==> src/rtl/swt_pkg.sv <==
package swt_pkg;

    localparam longint unsigned NS_PER_S = 64'd1_000_000_000;

    // Nanoseconds to whole clock cycles, rounded to nearest (half up).
    function automatic int unsigned ns_to_cycles(input longint unsigned ns,
                                                 input longint unsigned clk_hz);
        longint unsigned scaled;
        scaled = ns * clk_hz + NS_PER_S / 2;
        return 32'(scaled / NS_PER_S);
    endfunction

    typedef enum logic {
        TX_IDLE = 1'b0,
        TX_SEND = 1'b1
    } tx_state_e;

    // Per-cycle control decisions of the top-level sequencer.
    typedef struct packed {
        logic accept;
        logic advance;
        logic byte_end;
        logic slot_start;
    } tx_ctrl_t;

endpackage

==> src/rtl/swt_gap_guard.sv <==
module swt_gap_guard #(
    parameter int unsigned TURN_CYC = 9300
) (
    input  logic clk,
    input  logic rst,
    input  logic peer_edge,
    output logic gap_open
);
    localparam int unsigned GW = $clog2(TURN_CYC + 1);
    localparam logic [GW-1:0] RELOAD = GW'(TURN_CYC - 1);

    logic [GW-1:0] remain;

    always_ff @(posedge clk) begin
        if (rst)
            remain <= '0;
        else if (peer_edge)
            remain <= RELOAD;
        else if (remain != '0)
            remain <= remain - 1'b1;
    end

    assign gap_open = (remain == '0);

    // a mark always closes the window on the following cycle
    assert_mark_closes_R10: assert property (@(posedge clk) disable iff (rst)
        peer_edge |=> !gap_open);

endmodule

==> src/rtl/swt_bit_seq.sv <==
module swt_bit_seq #(
    parameter int unsigned DATA_W = 8
) (
    input  logic              clk,
    input  logic              rst,
    input  logic              load,
    input  logic [DATA_W-1:0] load_data,
    input  logic              advance,
    output logic              next_bit,
    output logic              last_bit
);
    localparam int unsigned IW = $clog2(DATA_W);
    localparam logic [IW-1:0] LAST_IDX = IW'(DATA_W - 1);

    logic [DATA_W-2:0] rest;
    logic [IW-1:0]     idx;

    always_ff @(posedge clk) begin
        if (rst) begin
            rest <= '0;
            idx  <= '0;
        end else if (load) begin
            rest <= load_data[DATA_W-1:1];
            idx  <= '0;
        end else if (advance) begin
            rest <= rest >> 1;
            idx  <= idx + 1'b1;
        end
    end

    // Bit that the slot starting at the coming edge carries.
    assign next_bit = load ? load_data[0] : rest[0];
    assign last_bit = (idx == LAST_IDX);

    // the sequencer is never asked to step past the final bit
    assert_no_overrun_R7: assert property (@(posedge clk) disable iff (rst)
        advance |-> !last_bit);

endmodule

==> src/rtl/swt_slot_timer.sv <==
module swt_slot_timer #(
    parameter int unsigned BIT_CYC   = 3800,
    parameter int unsigned PULSE_CYC = 434
) (
    input  logic clk,
    input  logic rst,
    input  logic start,
    input  logic start_bit,
    output logic drv_low,
    output logic slot_last
);
    localparam int unsigned CW = $clog2(BIT_CYC);
    localparam logic [CW-1:0] LAST_C = CW'(BIT_CYC - 1);
    localparam logic [CW-1:0] P1     = CW'(PULSE_CYC);
    localparam logic [CW-1:0] P2     = CW'(2 * PULSE_CYC);
    localparam logic [CW-1:0] P3     = CW'(3 * PULSE_CYC);

    logic          run, run_n;
    logic [CW-1:0] cnt, cnt_n;
    logic          bit_q, bit_n;
    logic          drv_n;

    assign slot_last = run && (cnt == LAST_C);

    always_comb begin
        run_n = run;
        cnt_n = cnt;
        bit_n = bit_q;
        if (start) begin
            run_n = 1'b1;
            cnt_n = '0;
            bit_n = start_bit;
        end else if (slot_last) begin
            run_n = 1'b0;
            cnt_n = '0;
        end else if (run) begin
            cnt_n = cnt + 1'b1;
        end
        // Registered wire drive: computed from next-state so it lines up with cnt.
        drv_n = run_n && ((cnt_n < P1) ||
                          (!bit_n && (cnt_n >= P2) && (cnt_n < P3)));
    end

    always_ff @(posedge clk) begin
        if (rst) begin
            run     <= 1'b0;
            cnt     <= '0;
            bit_q   <= 1'b0;
            drv_low <= 1'b0;
        end else begin
            run     <= run_n;
            cnt     <= cnt_n;
            bit_q   <= bit_n;
            drv_low <= drv_n;
        end
    end

    // the wire is only ever pulled low at a start or second-pulse boundary
    assert_pulse_rise_R4: assert property (@(posedge clk) disable iff (rst)
        $rose(drv_low) |-> (cnt == '0 || cnt == P2));
    // a one keeps the wire released after its start pulse
    assert_one_quiet_R5: assert property (@(posedge clk) disable iff (rst)
        (run && bit_q && cnt >= P1) |-> !drv_low);
    // a zero pulls low again at twice the pulse width
    assert_zero_second_R6: assert property (@(posedge clk) disable iff (rst)
        (run && !bit_q && cnt == P2) |-> drv_low);

endmodule

==> src/rtl/swt_tx.sv <==
module swt_tx
    import swt_pkg::*;
#(
    parameter int unsigned CLK_HZ   = 100_000_000,
    parameter int unsigned BIT_NS   = 38_000,
    parameter int unsigned PULSE_NS = 4_340,
    parameter int unsigned TURN_NS  = 93_000,
    parameter int unsigned DATA_W   = 8
) (
    input  logic              clk,
    input  logic              rst,
    input  logic              in_valid,
    output logic              in_ready,
    input  logic [DATA_W-1:0] in_data,
    input  logic              peer_last_edge,
    output logic              busy,
    output logic              drv_low
);
    localparam int unsigned BIT_CYC   = ns_to_cycles(BIT_NS, CLK_HZ);
    localparam int unsigned PULSE_CYC = ns_to_cycles(PULSE_NS, CLK_HZ);
    localparam int unsigned TURN_CYC  = ns_to_cycles(TURN_NS, CLK_HZ);

    tx_state_e state;
    tx_ctrl_t  ctl;
    logic      gap_open;
    logic      slot_last;
    logic      last_bit;
    logic      next_bit;

    always_comb begin
        ctl.byte_end   = (state == TX_SEND) && slot_last && last_bit;
        ctl.advance    = (state == TX_SEND) && slot_last && !last_bit;
        ctl.accept     = in_valid && gap_open &&
                         ((state == TX_IDLE) || ctl.byte_end);
        ctl.slot_start = ctl.accept || ctl.advance;
    end

    assign in_ready = gap_open && ((state == TX_IDLE) || ctl.byte_end);
    assign busy     = (state == TX_SEND);

    always_ff @(posedge clk) begin
        if (rst)
            state <= TX_IDLE;
        else if (ctl.accept)
            state <= TX_SEND;
        else if (ctl.byte_end)
            state <= TX_IDLE;
    end

    swt_gap_guard #(.TURN_CYC(TURN_CYC)) u_gap (
        .clk       (clk),
        .rst       (rst),
        .peer_edge (peer_last_edge),
        .gap_open  (gap_open)
    );

    swt_bit_seq #(.DATA_W(DATA_W)) u_seq (
        .clk       (clk),
        .rst       (rst),
        .load      (ctl.accept),
        .load_data (in_data),
        .advance   (ctl.advance),
        .next_bit  (next_bit),
        .last_bit  (last_bit)
    );

    swt_slot_timer #(.BIT_CYC(BIT_CYC), .PULSE_CYC(PULSE_CYC)) u_slot (
        .clk       (clk),
        .rst       (rst),
        .start     (ctl.slot_start),
        .start_bit (next_bit),
        .drv_low   (drv_low),
        .slot_last (slot_last)
    );

    // acceptance opens a slot with a start pulse on the next cycle
    assert_accept_pulse_R3: assert property (@(posedge clk) disable iff (rst)
        ctl.accept |=> (busy && drv_low));
    // the wire is released whenever no byte is in flight
    assert_idle_release_R3: assert property (@(posedge clk) disable iff (rst)
        !busy |-> !drv_low);
    // nothing starts while the turnaround window is closed
    assert_gap_hold_R9: assert property (@(posedge clk) disable iff (rst)
        (!gap_open && !busy) |=> !drv_low);

endmodule

==> config.mk <==
export PLATFORM = sky130hd
export DESIGN_NAME = swt_tx
export DESIGN_NICKNAME = d
export VERILOG_FILES = /design/src/rtl/swt_pkg.sv /design/src/rtl/swt_gap_guard.sv /design/src/rtl/swt_bit_seq.sv /design/src/rtl/swt_slot_timer.sv /design/src/rtl/swt_tx.sv
export SDC_FILE = /design/constraint.sdc
export NUM_CORES = 1
export LEC_CHECK = 0
export ABC_AREA = 1
export BUFFER_PORTS_ARGS = -buffer_cell sky130_fd_sc_hd__buf_2
export CORE_ASPECT_RATIO = 2
export CORE_MARGIN = 10
export CORE_UTILIZATION = 41
export DETAILED_ROUTE_END_ITERATION = 10
export PLACE_DENSITY = 0.62
export SLEW_MARGIN = 25
export SYNTH_ARGS = -nofsm -noshare
export SYNTH_HDL_FRONTEND = slang
export SYNTH_SLANG_ARGS = --single-unit
==> constraint.sdc <==
create_clock -name clk -period 1.8 [get_ports clk]
set_input_delay 0.27 -clock clk [delete_from_list [all_inputs] [get_ports clk]]
set_output_delay 0.27 -clock clk [all_outputs]
set_load 0.1 [all_outputs]
==> results_dict.tcl <==
set metrics [dict create \
    run_status "finished with violations" \
    violations "negative setup slack" \
    final.min_clock_period_ps 2090 \
    gp_congestion 1.04 \
    holdPathStages 3 \
    cp_max_fo 3 \
    rsz0062_at_grt "yes" \
    grt_antenna_before_repair 0 \
    syn_area_per_cell_sq_um 6.70 \
    grt_pass1_vias 2902 \
    drt_iter0_drc 147 \
    ys_ff_latch 40 \
    die_x_microns 74.2 \
    num_rows 39 \
    numCtsBuffers 5 \
    cpMostUsedCell "nand2_1" \
    drv_slew 0 \
    start_util_pct 42.3 \
    hold_start "in_data[7]" \
    insertion_delay_ps 290 \
    mostFrequentLayoutCells "buf_4, nand2_1, nor2_1" \
    syn_area_sq_um 2410 \
    die_y_microns 128 \
    r2r-end "u_slot.drv_low" \
    yosysWarningCount 0 \
    hold_end "u_seq.rest[6]" \
    finalHoldViolations 0 \
    setup_viol_count_final 8 \
    n_antenna_cell 0 \
    whs_ps 279 \
    viasPerCell 5.19 \
    synth_cell_types 35 \
    drive_gt1_share_pct 43.2 \
    ctsRootBufferMaster "clkbuf_16" \
    min_path_type "input pin to flip-flop" \
    seq_area_sq_um 818 \
    grt_max_degree 13 \
    crit_type "flip-flop to output port" \
    multi_input_area_sq_um 1640 \
    cap_violations 0 \
    max_slew.worst_pin.slew_ps 493 \
    fmax_mhz 478 \
    dpl.hpwl_mm 6.04 \
    post-route-drc-count 0 \
    powerDensity_nw_per_um2 621 \
    synth_top_family_by_area "simple AND/OR/NAND/NOR gates" \
    synth_compound_area_share_pct 10.4 \
    timing.final.crit_share_pct 116 \
    reg2reg_from "u_slot.cnt[0]" \
    r2r_cells 17 \
    core_area_sq_um 5710 \
    drtPass1Iterations 4 \
    worst_slack_ps -291 \
    crit_arrival_ps 1820 \
    grt-ovfl-total 0 \
    cts_tree "done" \
    cp-end-kind "output port" \
    r2r_slack_ps -240 \
    cp_slowest_cell "dfxtp_4" \
    p_leak_nw 1.64 \
    ir_worst_vdd_v 0.000777 \
    required_ps 1530 \
    vias 2756 \
    area_growth_pct 53.2 \
    synth_fa_ha_area_share_pct 2.59 \
    crit_chain "ha_4 > nand2_1 > nor2_1 > nand2_1 > nor2_2 > nand3_2 > buf_6 > a21oi_4 > buf_12" \
    fill_cells 504 \
    fin_worst_skew_ps 3.02 \
    synthMuxAreaShare_pct 0 \
    clk_pin_slew_ps 60 \
    relSlewSlack_pct 67.4 \
    layout_commonest_cell "buf_4" \
    yosysSeqAreaShare_pct 33.2 \
    fin_nets 486 \
    grt_pass1_wl_mm 13.0 \
    synth_cells 360 \
    die-area_sq_um 9540 \
    routed_wl_mm 7.90 \
    yosys.area_share.simple_pct 42.0 \
    drtAntennaViolNets 0 \
    wl_per_cell_microns 14.9 \
    grt_usage_pct 17.2 \
    setup_tns_ps -1090 \
    clock_sinks 40 \
    syn_nets 377 \
    startpoint_type "flip-flop" \
    portBuffers 14 \
    synth_xor_area_share_pct 2.54 \
    clockBufferDepth 2 \
    max_stage_delay_ps 360 \
    h-tree-depth 2 \
    io_pins 15 \
]
-- cell type report --
cell class | instances | share of cell area (%)
repair buffers | 106 | 21.8
inverters | 54 | 5.72
well taps | 61 | 2.06
flip-flops and latches | 40 | 22.1
clock buffers | 8 | 3.96
multi-input cells | 262 | 44.3
-- synth_stat cells --
master / number / area [sq um]
xnor2_1: 4 / 35.0
clkinv_1: 2 / 7.51
xor2_1: 3 / 26.3
nor4_1: 1 / 6.26
inv_2: 3 / 11.3
nor2_2: 5 / 31.3
nor2_1: 63 / 236
nor3_2: 1 / 10.0
buf_2: 2 / 10.0
nand2_2: 2 / 12.5
o21ai_0: 12 / 60.1
o21bai_1: 2 / 15.0
dfxtp_1: 40 / 801
nand2_4: 3 / 33.8
nand3_2: 3 / 30.0
or2_2: 2 / 12.5
nand2_1: 74 / 278
a311oi_1: 1 / 8.76
nand3_4: 3 / 52.6
inv_1: 49 / 184
nor3_1: 3 / 15.0
clkbuf_1: 1 / 3.75
nor2_4: 3 / 33.8
nand2_8: 1 / 20.0
o221ai_1: 4 / 35.0
nand4_1: 11 / 68.8
a211oi_1: 1 / 7.51
a21oi_2: 3 / 26.3
nand3_1: 33 / 165
ha_1: 5 / 62.6
nor3b_1: 1 / 7.51
o211ai_1: 1 / 7.51
buf_4: 1 / 7.51
a21oi_1: 13 / 65.1
a31oi_1: 4 / 25.0
-- power by group --
part	total [mW]	switching [mW]	internal [mW]	leakage, nW
Clock	0.905	0.352	0.553	0.0712
Combinational	0.450	0.246	0.205	1.24
Sequential	0.940	0.0236	0.917	0.329
-- logic make-up (layout without fill, tap and decap cells) --
| group | count (synthesis) | in the layout |
|---|---|---|
| AND/OR/NAND/NOR | 209 | 209 |
| buffers and inverters | 58 | 168 |
| AO/OA/AOI/OAI | 41 | 41 |
| flip-flops | 40 | 40 |
| XOR/XNOR | 7 | 7 |
| adder cells (fa/ha/maj) | 5 | 5 |
-- registers in the layout (all words and copies together), names as in the netlist --
name            cells
busy                1
u_gap.remain       14
u_seq.idx           3
u_seq.rest          7
u_slot.bit_q        1
u_slot.cnt         12
u_slot.drv_low      1
u_slot.run          1
-- layer usage --
| metal | vias to the layer above | share of wire, % | track usage [%] |
|---|---|---|---|
| met5 | - | 0 | 0 |
| met4 | 0 | 4.8 | 12.0 |
| met3 | 31 | 2.3 | 3.00 |
| met2 | 59 | 60 | 33.2 |
| met1 | 1280 | 33 | 14.7 |
| li1 | 1386 | - | - |
-- metrics by stage --
| stage | cell area [sq um] | util [%] | cells | power [mW] | worst slack, ps |
|---|---|---|---|---|---|
| after CTS | 3510 | 61.4 | 526 | 2.24 | -266 |
| after floorplan | 2440 | - | 360 | 1.15 | -238 |
| after global routing | 3700 | 64.7 | 531 | 2.37 | -375 |
| final | 3700 | 64.7 | 531 | 2.30 | -291 |
| after detailed placement | 3140 | 55.0 | 506 | 1.31 | -237 |
| after global placement | 3140 | 55.0 | 506 | 1.30 | -242 |
-- how the worst max path moves through the flow --
| stage | from | to | slack [ps] | cells after the start |
|---|---|---|---|---|
| after detailed placement | u_slot.cnt[1] | u_slot.drv_low | -240 | 16 |
| after global placement | u_slot.cnt[1] | u_slot.drv_low | -240 | 14 |
| after CTS | u_slot.cnt[0] | in_ready | -270 | 9 |
| final | u_slot.cnt[0] | in_ready | -290 | 9 |
| after floorplan | u_slot.cnt[1] | u_seq.rest[5] | -240 | 11 |
| after global routing | u_slot.cnt[0] | u_slot.drv_low | -380 | 16 |
-- critical path, delay by kind of cell, from the launching register on --
| family | cells | cell delay [ps] |
|---|---|---|
| AO/OA/AOI/OAI | 1 | 190 |
| adder cells (fa/ha/maj) | 1 | 140 |
| flip-flops | 1 | 360 |
| buffers and inverters | 2 | 350 |
| AND/OR/NAND/NOR | 5 | 510 |
-- timing repair --
item,in CTS,in global routing
hold buffers,0,0
resized for setup,43,49
endpoints found under the setup margin,24,31
setup buffers,13,8
pin swaps,19,21
gates cloned,0,0
Note: power is estimated with default switching activity, not from simulation.
